--- src/rtl/sspa_pkg.sv ---
package sspa_pkg;
  typedef enum logic [1:0] {ST_IDLE, ST_SEARCH, ST_UPDATE} st_t;

  // associativities 1, 2, 4 -> index a gives 2^a ways
  localparam int NUM_ASSOC = 3;
  localparam int CONF_SAT  = 1 << (NUM_ASSOC - 1);
  localparam int CONF_W    = $clog2(CONF_SAT + 1);

  // true when the low 'bits' bits of x and y agree
  function automatic logic idx_match(input logic [31:0] x, input logic [31:0] y,
                                     input int bits);
    logic [31:0] mask;
    mask = (32'(1) << bits) - 32'(1);
    return ((x ^ y) & mask) == 32'(0);
  endfunction

  // a configuration with 2^a ways hits when fewer conflicts than ways
  function automatic logic way_hit(input logic [CONF_W-1:0] conf, input int a);
    return int'(conf) < (1 << a);
  endfunction
endpackage

--- src/rtl/sspa_stack.sv ---
module sspa_stack #(
  parameter int DEPTH = 16,
  parameter int BW    = 14,
  localparam int PW   = $clog2(DEPTH),
  localparam int FW   = $clog2(DEPTH + 1)
) (
  input  logic          clk,
  input  logic          rst_n,
  input  logic          clr,
  input  logic [PW-1:0] rd_ptr,
  output logic [BW-1:0] rd_blk,
  output logic [FW-1:0] fill,
  input  logic          upd,
  input  logic          upd_found,
  input  logic [PW-1:0] upd_pos,
  input  logic [BW-1:0] upd_blk
);
  logic [BW-1:0] ent [DEPTH];

  assign rd_blk = ent[rd_ptr];

  always_ff @(posedge clk) begin
    if (upd) ent[0] <= upd_blk;
  end

  for (genvar i = 1; i < DEPTH; i++) begin : g_ent
    // shift down every entry above the old copy (or all if none)
    always_ff @(posedge clk) begin
      if (upd && (!upd_found || PW'(i) <= upd_pos)) ent[i] <= ent[i-1];
    end
  end

  always_ff @(posedge clk or negedge rst_n) begin
    if (!rst_n)                                   fill <= '0;
    else if (clr)                                 fill <= '0;
    else if (upd && !upd_found && fill != FW'(DEPTH)) fill <= fill + FW'(1);
  end

  p_fill_bound_r6: assert property (@(posedge clk) disable iff (!rst_n)
    fill <= FW'(DEPTH));
  p_found_keeps_fill_r5: assert property (@(posedge clk) disable iff (!rst_n)
    upd && upd_found && !clr |=> $stable(fill));
endmodule

--- src/rtl/sspa_conflict.sv ---
module sspa_conflict
  import sspa_pkg::*;
#(
  parameter int K  = 3,
  parameter int BW = 14,
  localparam int NSC = K + 1
) (
  input  logic                         clk,
  input  logic                         rst_n,
  input  logic                         start,
  input  logic                         step,
  input  logic [BW-1:0]                cur_blk,
  input  logic [BW-1:0]                ent_blk,
  output logic [NSC-1:0][CONF_W-1:0]   conf
);
  for (genvar s = 0; s < NSC; s++) begin : g_sc
    logic same_set;
    assign same_set = idx_match(32'(cur_blk), 32'(ent_blk), s);

    always_ff @(posedge clk or negedge rst_n) begin
      if (!rst_n)      conf[s] <= '0;
      else if (start)  conf[s] <= '0;
      else if (step && same_set && conf[s] != CONF_W'(CONF_SAT))
        conf[s] <= conf[s] + CONF_W'(1);
    end

    p_conf_sat_r3: assert property (@(posedge clk) disable iff (!rst_n)
      conf[s] <= CONF_W'(CONF_SAT));
  end
endmodule

--- src/rtl/sspa_counters.sv ---
module sspa_counters #(
  parameter int NCFG = 12,
  parameter int CW   = 32,
  localparam int SW  = $clog2(NCFG)
) (
  input  logic            clk,
  input  logic            rst_n,
  input  logic            clr,
  input  logic            inc,
  input  logic [NCFG-1:0] hit_vec,
  input  logic [SW-1:0]   rd_sel,
  output logic [CW-1:0]   rd_hits,
  output logic [CW-1:0]   rd_misses
);
  logic [CW-1:0] hits [NCFG];
  logic [CW-1:0] miss [NCFG];

  for (genvar c = 0; c < NCFG; c++) begin : g_cnt
    always_ff @(posedge clk or negedge rst_n) begin
      if (!rst_n) begin
        hits[c] <= '0;
        miss[c] <= '0;
      end else if (clr) begin
        hits[c] <= '0;
        miss[c] <= '0;
      end else if (inc) begin
        if (hit_vec[c]) hits[c] <= hits[c] + CW'(1);
        else            miss[c] <= miss[c] + CW'(1);
      end
    end
  end

  assign rd_hits   = (int'(rd_sel) < NCFG) ? hits[rd_sel] : '0;
  assign rd_misses = (int'(rd_sel) < NCFG) ? miss[rd_sel] : '0;

  p_count_step_r8: assert property (@(posedge clk) disable iff (!rst_n)
    inc && !clr |=> (hits[0] + miss[0]) == $past(hits[0] + miss[0]) + CW'(1));
endmodule

--- src/rtl/sspa_analyzer.sv ---
module sspa_analyzer
  import sspa_pkg::*;
#(
  parameter int ADDR_W = 16,
  parameter int OFF_W  = 2,
  parameter int K      = 3,
  parameter int DEPTH  = 16,
  parameter int CNT_W  = 32,
  localparam int BW    = ADDR_W - OFF_W,
  localparam int NSC   = K + 1,
  localparam int NCFG  = NSC * NUM_ASSOC,
  localparam int SW    = $clog2(NCFG),
  localparam int PW    = $clog2(DEPTH),
  localparam int FW    = $clog2(DEPTH + 1)
) (
  input  logic              clk,
  input  logic              rst_n,
  input  logic              clr,
  input  logic              in_valid,
  output logic              in_ready,
  input  logic [ADDR_W-1:0] in_addr,
  output logic              res_valid,
  output logic [NCFG-1:0]   res_hit,
  output logic              res_compulsory,
  output logic              res_dropped,
  input  logic [SW-1:0]     rd_sel,
  output logic [CNT_W-1:0]  rd_hits,
  output logic [CNT_W-1:0]  rd_misses
);
  st_t                       st;
  logic [FW-1:0]             ptr;
  logic [BW-1:0]             cur_blk;
  logic                      found;
  logic [PW-1:0]             pos;
  logic [BW-1:0]             ent_blk;
  logic [FW-1:0]             fill;
  logic [NSC-1:0][CONF_W-1:0] conf;
  logic [NCFG-1:0]           hit_vec;

  // named internal events
  logic accept, at_end, match, step, upd, drop;
  assign accept = (st == ST_IDLE) && in_valid && !clr;
  assign at_end = (ptr == fill);
  assign match  = (st == ST_SEARCH) && !at_end && (ent_blk == cur_blk);
  assign step   = (st == ST_SEARCH) && !at_end && !match;
  assign upd    = (st == ST_UPDATE) && !clr;
  assign drop   = !found && (fill == FW'(DEPTH));
  assign in_ready = (st == ST_IDLE);

  always_ff @(posedge clk or negedge rst_n) begin
    if (!rst_n) begin
      st <= ST_IDLE; ptr <= '0; cur_blk <= '0; found <= 1'b0; pos <= '0;
    end else if (clr) begin
      st <= ST_IDLE;
    end else begin
      case (st)
        ST_IDLE: if (accept) begin
          st      <= ST_SEARCH;
          cur_blk <= in_addr[ADDR_W-1:OFF_W];
          ptr     <= '0;
          found   <= 1'b0;
        end
        ST_SEARCH: begin
          if (at_end) st <= ST_UPDATE;
          else if (match) begin
            st    <= ST_UPDATE;
            found <= 1'b1;
            pos   <= ptr[PW-1:0];
          end else ptr <= ptr + FW'(1);
        end
        default: st <= ST_IDLE;
      endcase
    end
  end

  for (genvar s = 0; s < NSC; s++) begin : g_hs
    for (genvar a = 0; a < NUM_ASSOC; a++) begin : g_ha
      assign hit_vec[s*NUM_ASSOC + a] = found && way_hit(conf[s], a);
    end
  end

  always_ff @(posedge clk or negedge rst_n) begin
    if (!rst_n) begin
      res_valid <= 1'b0; res_hit <= '0; res_compulsory <= 1'b0; res_dropped <= 1'b0;
    end else begin
      res_valid <= upd;
      if (upd) begin
        res_hit        <= hit_vec;
        res_compulsory <= !found;
        res_dropped    <= drop;
      end
    end
  end

  sspa_stack #(.DEPTH(DEPTH), .BW(BW)) u_stack (
    .clk(clk), .rst_n(rst_n), .clr(clr),
    .rd_ptr(ptr[PW-1:0]), .rd_blk(ent_blk), .fill(fill),
    .upd(upd), .upd_found(found), .upd_pos(pos), .upd_blk(cur_blk)
  );

  sspa_conflict #(.K(K), .BW(BW)) u_conf (
    .clk(clk), .rst_n(rst_n), .start(accept), .step(step),
    .cur_blk(cur_blk), .ent_blk(ent_blk), .conf(conf)
  );

  sspa_counters #(.NCFG(NCFG), .CW(CNT_W)) u_cnt (
    .clk(clk), .rst_n(rst_n), .clr(clr), .inc(upd), .hit_vec(hit_vec),
    .rd_sel(rd_sel), .rd_hits(rd_hits), .rd_misses(rd_misses)
  );

  p_busy_after_accept_r7: assert property (@(posedge clk) disable iff (!rst_n)
    accept |=> !in_ready);
  p_ready_after_result_r7: assert property (@(posedge clk) disable iff (!rst_n)
    res_valid |-> in_ready);
  p_compulsory_nohit_r2: assert property (@(posedge clk) disable iff (!rst_n)
    res_valid && res_compulsory |-> res_hit == '0);
  p_drop_only_new_r6: assert property (@(posedge clk) disable iff (!rst_n)
    res_valid && res_dropped |-> res_compulsory);

  for (genvar s = 0; s < NSC; s++) begin : g_ord
    for (genvar a = 0; a + 1 < NUM_ASSOC; a++) begin : g_oa
      p_assoc_order_r4: assert property (@(posedge clk) disable iff (!rst_n)
        res_valid && res_hit[s*NUM_ASSOC + a] |-> res_hit[s*NUM_ASSOC + a + 1]);
    end
  end
endmodule

--- config.mk ---
export PLATFORM = sky130hd
export DESIGN_NAME = sspa_analyzer
export DESIGN_NICKNAME = d
export VERILOG_FILES = /design/src/rtl/sspa_pkg.sv /design/src/rtl/sspa_stack.sv /design/src/rtl/sspa_conflict.sv /design/src/rtl/sspa_counters.sv /design/src/rtl/sspa_analyzer.sv
export SDC_FILE = /design/constraint.sdc
export NUM_CORES = 2
export LEC_CHECK = 0
export ABC_AREA = 0
export BUFFER_PORTS_ARGS = -buffer_cell sky130_fd_sc_hd__buf_2
export CORE_ASPECT_RATIO = 1.2
export CORE_MARGIN = 3
export CORE_UTILIZATION = 40
export DETAILED_ROUTE_END_ITERATION = 16
export PLACE_DENSITY_LB_ADDON = 0.15
export SETUP_SLACK_MARGIN = 0.02
export SYNTH_ARGS = -nofsm -noshare
export SYNTH_HDL_FRONTEND = slang
export SYNTH_SLANG_ARGS = --single-unit
export TNS_END_PERCENT = 30
--- constraint.sdc ---
create_clock -name clk -period 4.5 [get_ports clk]
set_input_delay 0.45 -clock clk [delete_from_list [all_inputs] [get_ports clk]]
set_output_delay 0.45 -clock clk [all_outputs]
set_load 0.1 [all_outputs]
* After elaboration in Yosys (flattened, before gate mapping)
Memory sizes are Yosys's and may differ from the RTL's.
Index checks and enable logic that the tools add are counted.
** Storage, ports and cells
- Bits in registers :: 826
- Latch bits :: 0
- Memory bits (writable) :: 224
- ROM bits :: 0
- Bits of input ports :: 24
- Output and inout bits :: 80
- Word-level logic and storage cells :: 379
- Memories :: 1
** Cells by class
- Add/sub/neg operators :: 30
- Multiply operators :: 0
- Divide/modulo/power cells :: 0
- Order comparisons :: 29
- Equality and inequality tests :: 28
- Shifts and indexed selects :: 0
- Muxes and demuxes :: 135
- Bitwise operators :: 4
- Reduce and logical (&&, ||, !) cells :: 114
** Memory list
- u_stack.ent :: words 16, bits a word 14, rd ports 16, clocked after Yosys merged registers in 0, write ports 16, RTL line sspa_stack.sv:18 : logic [BW-1:0] ent [DEPTH];
** Operator list (number)
- 32-bit 2-to-1 mux :: 78
- 32-bit by 1-bit adder with 32-bit output (second input constant) :: 24
- 32-bit binary-select mux with 4-bit select :: 2
- 32-bit zero test :: 3
- 2-bit AND reduction :: 25
- 1-bit logical AND :: 43
- 2-bit nonzero test :: 19
- 1-bit 2-to-1 mux :: 35
- 4-bit less-or-equal comparator (first input constant) :: 8
- 2-bit != test (second input constant) :: 15
- 5-bit 2-to-1 mux :: 5
- 3-bit 2-to-1 mux :: 8
- 3-bit by 4-bit less-or-equal comparator with 1-bit output (first input constant) :: 4
- 1-bit logical OR :: 15
- 14-bit == test :: 1
- 3-bit by 1-bit adder with 3-bit output (second input constant) :: 4
- 3-bit by 1-bit < comparator with 1-bit output (second input constant) :: 4
- 3-bit by 2-bit < comparator with 1-bit output (second input constant) :: 4
- 3-bit < comparator (second input constant) :: 4
- 3-bit != test (second input constant) :: 4
- 5-bit by 1-bit adder with 5-bit output (second input constant) :: 2
- 5-bit case mux with 2 select lines :: 1
- 5-bit AND reduction :: 2
- 2-bit by 4-bit less-or-equal comparator with 1-bit output (first input constant) :: 2
- 21 further kinds :: 28

* Logic depth before layout (Yosys ltp)
- Depth after elaboration :: 10
- Gate-level depth with buffers :: 15
- Mapped depth without buffers :: 9

* Cells and area by module
Synthesis repeated with hierarchy kept, for this count alone.
** Second synthesis, totals
- Cells, all modules :: 5177
- Area, all modules :: 55659.6 µm²
** By module, submodules not included
- sspa_counters :: instances 1, cells each 4512, area an instance 44188.6 µm², sequential area each 19218.4 µm²
- sspa_stack :: instances 1, cells each 404, area an instance 8821.0 µm², sequential area each 6851.6 µm²
- sspa_analyzer :: instances 1, cells each 189, area an instance 1934.4 µm², sequential area each 1026.0 µm²
- sspa_conflict :: instances 1, cells each 72, area an instance 715.7 µm², sequential area each 300.3 µm²

* Worst setup path after synthesis
OpenSTA, ideal clock, no wires.
- Kind :: in2out
- From :: input port rd_sel[0]
- To :: output port rd_hits[0]
- Arrival time :: 4.065 ns
- Data required time :: 4.050 ns
- Path slack :: -0.015 ns
- Cell stages on the path :: 7
- Path buffers :: 4
- Cells stage by stage :: clkbuf_1 clkbuf_1 buf_1 clkbuf_1 mux4_2 mux2i_1 o21ai_0
** On the way
- Word-level cells in the longest chain between the ends :: 5
- Elaborated cells on any way between the ends :: 6
- Those cells by class :: 1 x order compare; 4 x mux; 1 x bitwise
** RTL lines
- from (decl) :: RTL line sspa_analyzer.sv:26 : input logic [SW-1:0] rd_sel,
- 4-bit inverter with 5-bit output (not written as such) :: RTL line sspa_counters.sv:33 : assign rd_hits = (int'(rd_sel) < NCFG) ? hits[rd_sel] : '0;
- 32-bit binary-select mux with 4-bit select :: RTL line sspa_counters.sv:33
- 32-bit 2-to-1 mux (not written as such) (2 in series) :: RTL line sspa_counters.sv:33
- 32-bit 2-to-1 mux (*) :: RTL line sspa_counters.sv:33
- to (decl) :: RTL line sspa_analyzer.sv:27 : output logic [CNT_W-1:0] rd_hits,
Every way passes the cells marked *; elsewhere a longest branch is shown, timed or not. The select of a mux whose other input is x is not followed.

* Final worst setup path
- From :: register ptr[2]
- To :: register u_conf.conf[6] (netlist bit)
** On the way
- Word-level cells in the longest chain between the ends :: 9
- Elaborated cells on any way between the ends :: 13
- Those cells by class :: 2 x eq/ne; 1 x bitwise; 9 x reduce/logical; 1 x memory
** RTL lines
- from (decl) :: RTL line sspa_analyzer.sv:31 : logic [FW-1:0] ptr;
- from (signal assigned) :: RTL line sspa_analyzer.sv:69 : end else ptr <= ptr + FW'(1);
- parallel branches: the longest is 6 deep, another holds memory read 16 x 14 bit
- 1-bit logical AND (*) (2 in series) :: RTL line sspa_conflict.sv:23 : else if (step && same_set && conf[s] != CONF_W'(CONF_SAT))
- 2-bit nonzero test (no line) (*)
- to (signal, indexed assignment) :: RTL line sspa_conflict.sv:24 : conf[s] <= conf[s] + CONF_W'(1);
- to (decl) :: RTL line sspa_conflict.sv:14 : output logic [NSC-1:0][CONF_W-1:0] conf
Mark *: on every way between the ends.
A chain may end at the register's enable or synchronous reset.

==> out/qor.txt <==
drt pass-1 iters = 6
Syn Std Cell Area = 53800 sq um
initial antenna violation count = 4
port bufs = 101
vias per std cell = 5.46
CTS Buf Count = 113
Worst EP arrival = 4.44 ns
starting DRC count in detailed routing = 2734
Die ar. = 139000 sq um
Slew headroom = 16.8%
synth top area cells = dfrtp_1, edfxtp_1, mux4_2, xor2_1, nor2_1
Startpoint Class = register
Cells after Synth = 4940
min-delay worst type = in -> async
Total GRT Usage = 22.0%
Slew @ Worst Pin = 1.25 ns
Critical Path Max Stage Delay = 1.02 ns
CP required = 5.11 ns
Syn Nets = 4995
CTS Sinks = 1050
WP buf/inv = 1
Reg2Reg Depth = 10
synth-to-layout area growth = 12.8%
Final Wtd Congestion = 0.859
max-cap violations = 0
crit-path max FO = 36
DRC Markers = 0
Async SR Flop Fraction = 78.7%
vias = 38000
total wire length = 153 mm
Leak = 24.5 nW
crit share post-route = 85.0%
final layout net count = 5131
Congestion Overflow GR = 0
WS Path Type = reg -> reg
clock root buffer = clkbuf_16
Sw Pwr = 4.80 mW
outcome = completed
vias in the first global route = 38400
CTS tree = yes
EDFF count, synth = 224
RSZ-0062 raised after global routing = false
Synth top area share = 38.4%
largest net degree at the start of global routing = 175
top-count cell post-synth = dfrtp_1
Crit-path slowest cell = dfrtp_2
min Tclk post-route = 3.82 ns
post-layout util = 45.7%
Switching Share = 23.8%
Worst Skew = 0.0402 ns
Worst Setup End Kind = register
Yosys cell types = 73
chip height = 408 microns
Yosys top cell by area = dfrtp_1
Mapped Avg Cell Area = 10.9 sq um
Clock power frac = 46.6%
worst skew pair latency = 0.73 ns
io pins = 104
hold_buf cts = 16
CTS max path bufs = 3
stages on the worst setup path = 10
FP Rows = 146
CTS H-tree depth = 3
count of final hold-check violations = 0
Int Pwr = 15.4 mW
Worst-path clk slew = 0.06 ns
Synth Register Bits = 1050
Comb pwr share = 4.4%
Resized cells post-CTS = 0
Post-CTS Setup Bufs = 0
final number of setup-violating endpoints = 0
Seq/Total Area, Yosys = 50.9%
CP cell instances = buf_4 -> mux4_1 -> o22a_1 -> o211ai_1 -> xor2_1 -> o311a_1 -> and4_1 -> a21boi_2 -> nand2_1 -> a31o_1
power density cells = 333 nW/um^2
DPL Wire Length = 108 mm
fin. max-slew vios = 0
Peak Freq = 262 MHz
Ys Warns = 0
ys flop type = dfrtp_1
Design Power = 20.2 mW
largest delay contributor family on the critical path = compound AO/OA/AOI/OAI gates
Place WS = 0.776 ns
part of the power in registers = 48.9%
fraction of layout cells with a size suffix above 1 = 12.5%
first-pass GRT wire length = 238 mm
highest ir drop seen on vdd = 0.301 mV
post-route worst setup slack = 0.676 ns
Post-synth top cells = dfrtp_1, nor2_1, nand2_1
die outline width = 341 microns
core area = 133000 sq um
Final ANT Viol Nets = 0
Starting Density = 40.5%
Routed WL per cell = 22.0 microns
[cell usage in the layout, fill, tap and decap left out, types with 23 or more instances in the layout]
cell type / n
nand2_1: 476
nand3_1: 264
and4_1: 44
buf_2: 96
nor3_1: 52
or3_1: 98
nor2b_1: 23
dfrtp_1: 824
buf_4: 91
mux4_2: 222
inv_1: 71
xnor2_1: 205
edfxtp_1: 224
nand4_1: 130
o21ai_0: 172
clkbuf_16: 113
xor2_1: 466
and3_1: 145
clkbuf_1: 32
nor2_1: 825
clkbuf_8: 23
a21oi_1: 126
and2_1: 30
ha_1: 31
mux2i_1: 116
[flip-flops by register name (all words and copies together), names as in the netlist]
| name | flops |
|---|---|
| u_conf.conf | 12 |
| u_stack.ent | 224 |
| res_dropped | 1 |
| u_stack.fill | 5 |
| res_valid | 1 |
| res_compulsory | 1 |
| cur_blk | 14 |
| u_cnt.miss | 384 |
| found | 1 |
| u_cnt.hits | 384 |
| st | 2 |
| res_hit | 12 |
| ptr | 5 |
| pos | 4 |
[power by group through the flow]
stage	clock (mW)	sequential (mW)	combinational (mW)
global placement	0	10.1	0.912
CTS	9.67	9.87	0.927
finish	9.41	9.87	0.898
detailed placement	0	10.1	0.915
floorplan	0	10.1	0.464
global route	10.1	9.88	0.992
[layout make-up]
class	count	area (sq um)
clock buffers	168	3260
well taps	1776	2220
diodes	4	10.0
flip-flops and latches	1050	27400
inverters	72	270
fillers	12400	72200
repair buffers	226	1750
multi-input cells	3613	25300
clock inverters	43	449
[routing by layer]
layer | share of wire [%] | wire, microns | GRT usage [%]
met4 | 2.9 | 4420 | 6.92
met3 | 4.1 | 6230 | 2.68
met1 | 44 | 67800 | 29.8
met5 | 0 | 0 | 0
met2 | 49 | 74800 | 36.8
[metrics by stage]
stage | setup TNS (ns) | instance area, sq um | hold slack [ns] | std cells
after floorplan | -0.424 | 53800 | 0.154 | 4940
after global placement | 0 | 56800 | 0.419 | 6721
after detailed placement | 0 | 56800 | 0.429 | 6721
after CTS | 0 | 60600 | 0.356 | 6948
after global routing | 0 | 60600 | 0.394 | 6948
final | 0 | 60600 | 0.379 | 6952
[path summary, 6_finish.rpt]
kind	startpoint	end	slack, ns
max	ptr[2]	u_conf.conf[6]	0.68
min	rst_n	u_cnt.hits[73]	0.38
max reg2reg	ptr[2]	u_conf.conf[6]	0.68
min reg2reg	u_stack.ent[4][13]	u_stack.ent[5][13]	0.44
max in group asynchronous	rst_n	ptr[0]	2.91
min in group clk	u_stack.ent[4][13]	u_stack.ent[5][13]	0.44
[logic make-up (layout without fill, tap and decap cells)]
family                     after synthesis  count (layout)  synth area share (%)
other                                    0               4                     0
DFF                                   1050            1050                  50.9
xor gates and xnor gates               672             672                  11.0
and+or+nand+nor                       2159            2159                  18.7
AOI/OAI and AO/OA                      390             390                  4.12
buffers and inverters                  277             509                  2.11
muxes                                  361             361                  12.4
adders and majority gates               31              31                 0.721
Power figures use the tool's default switching activity.
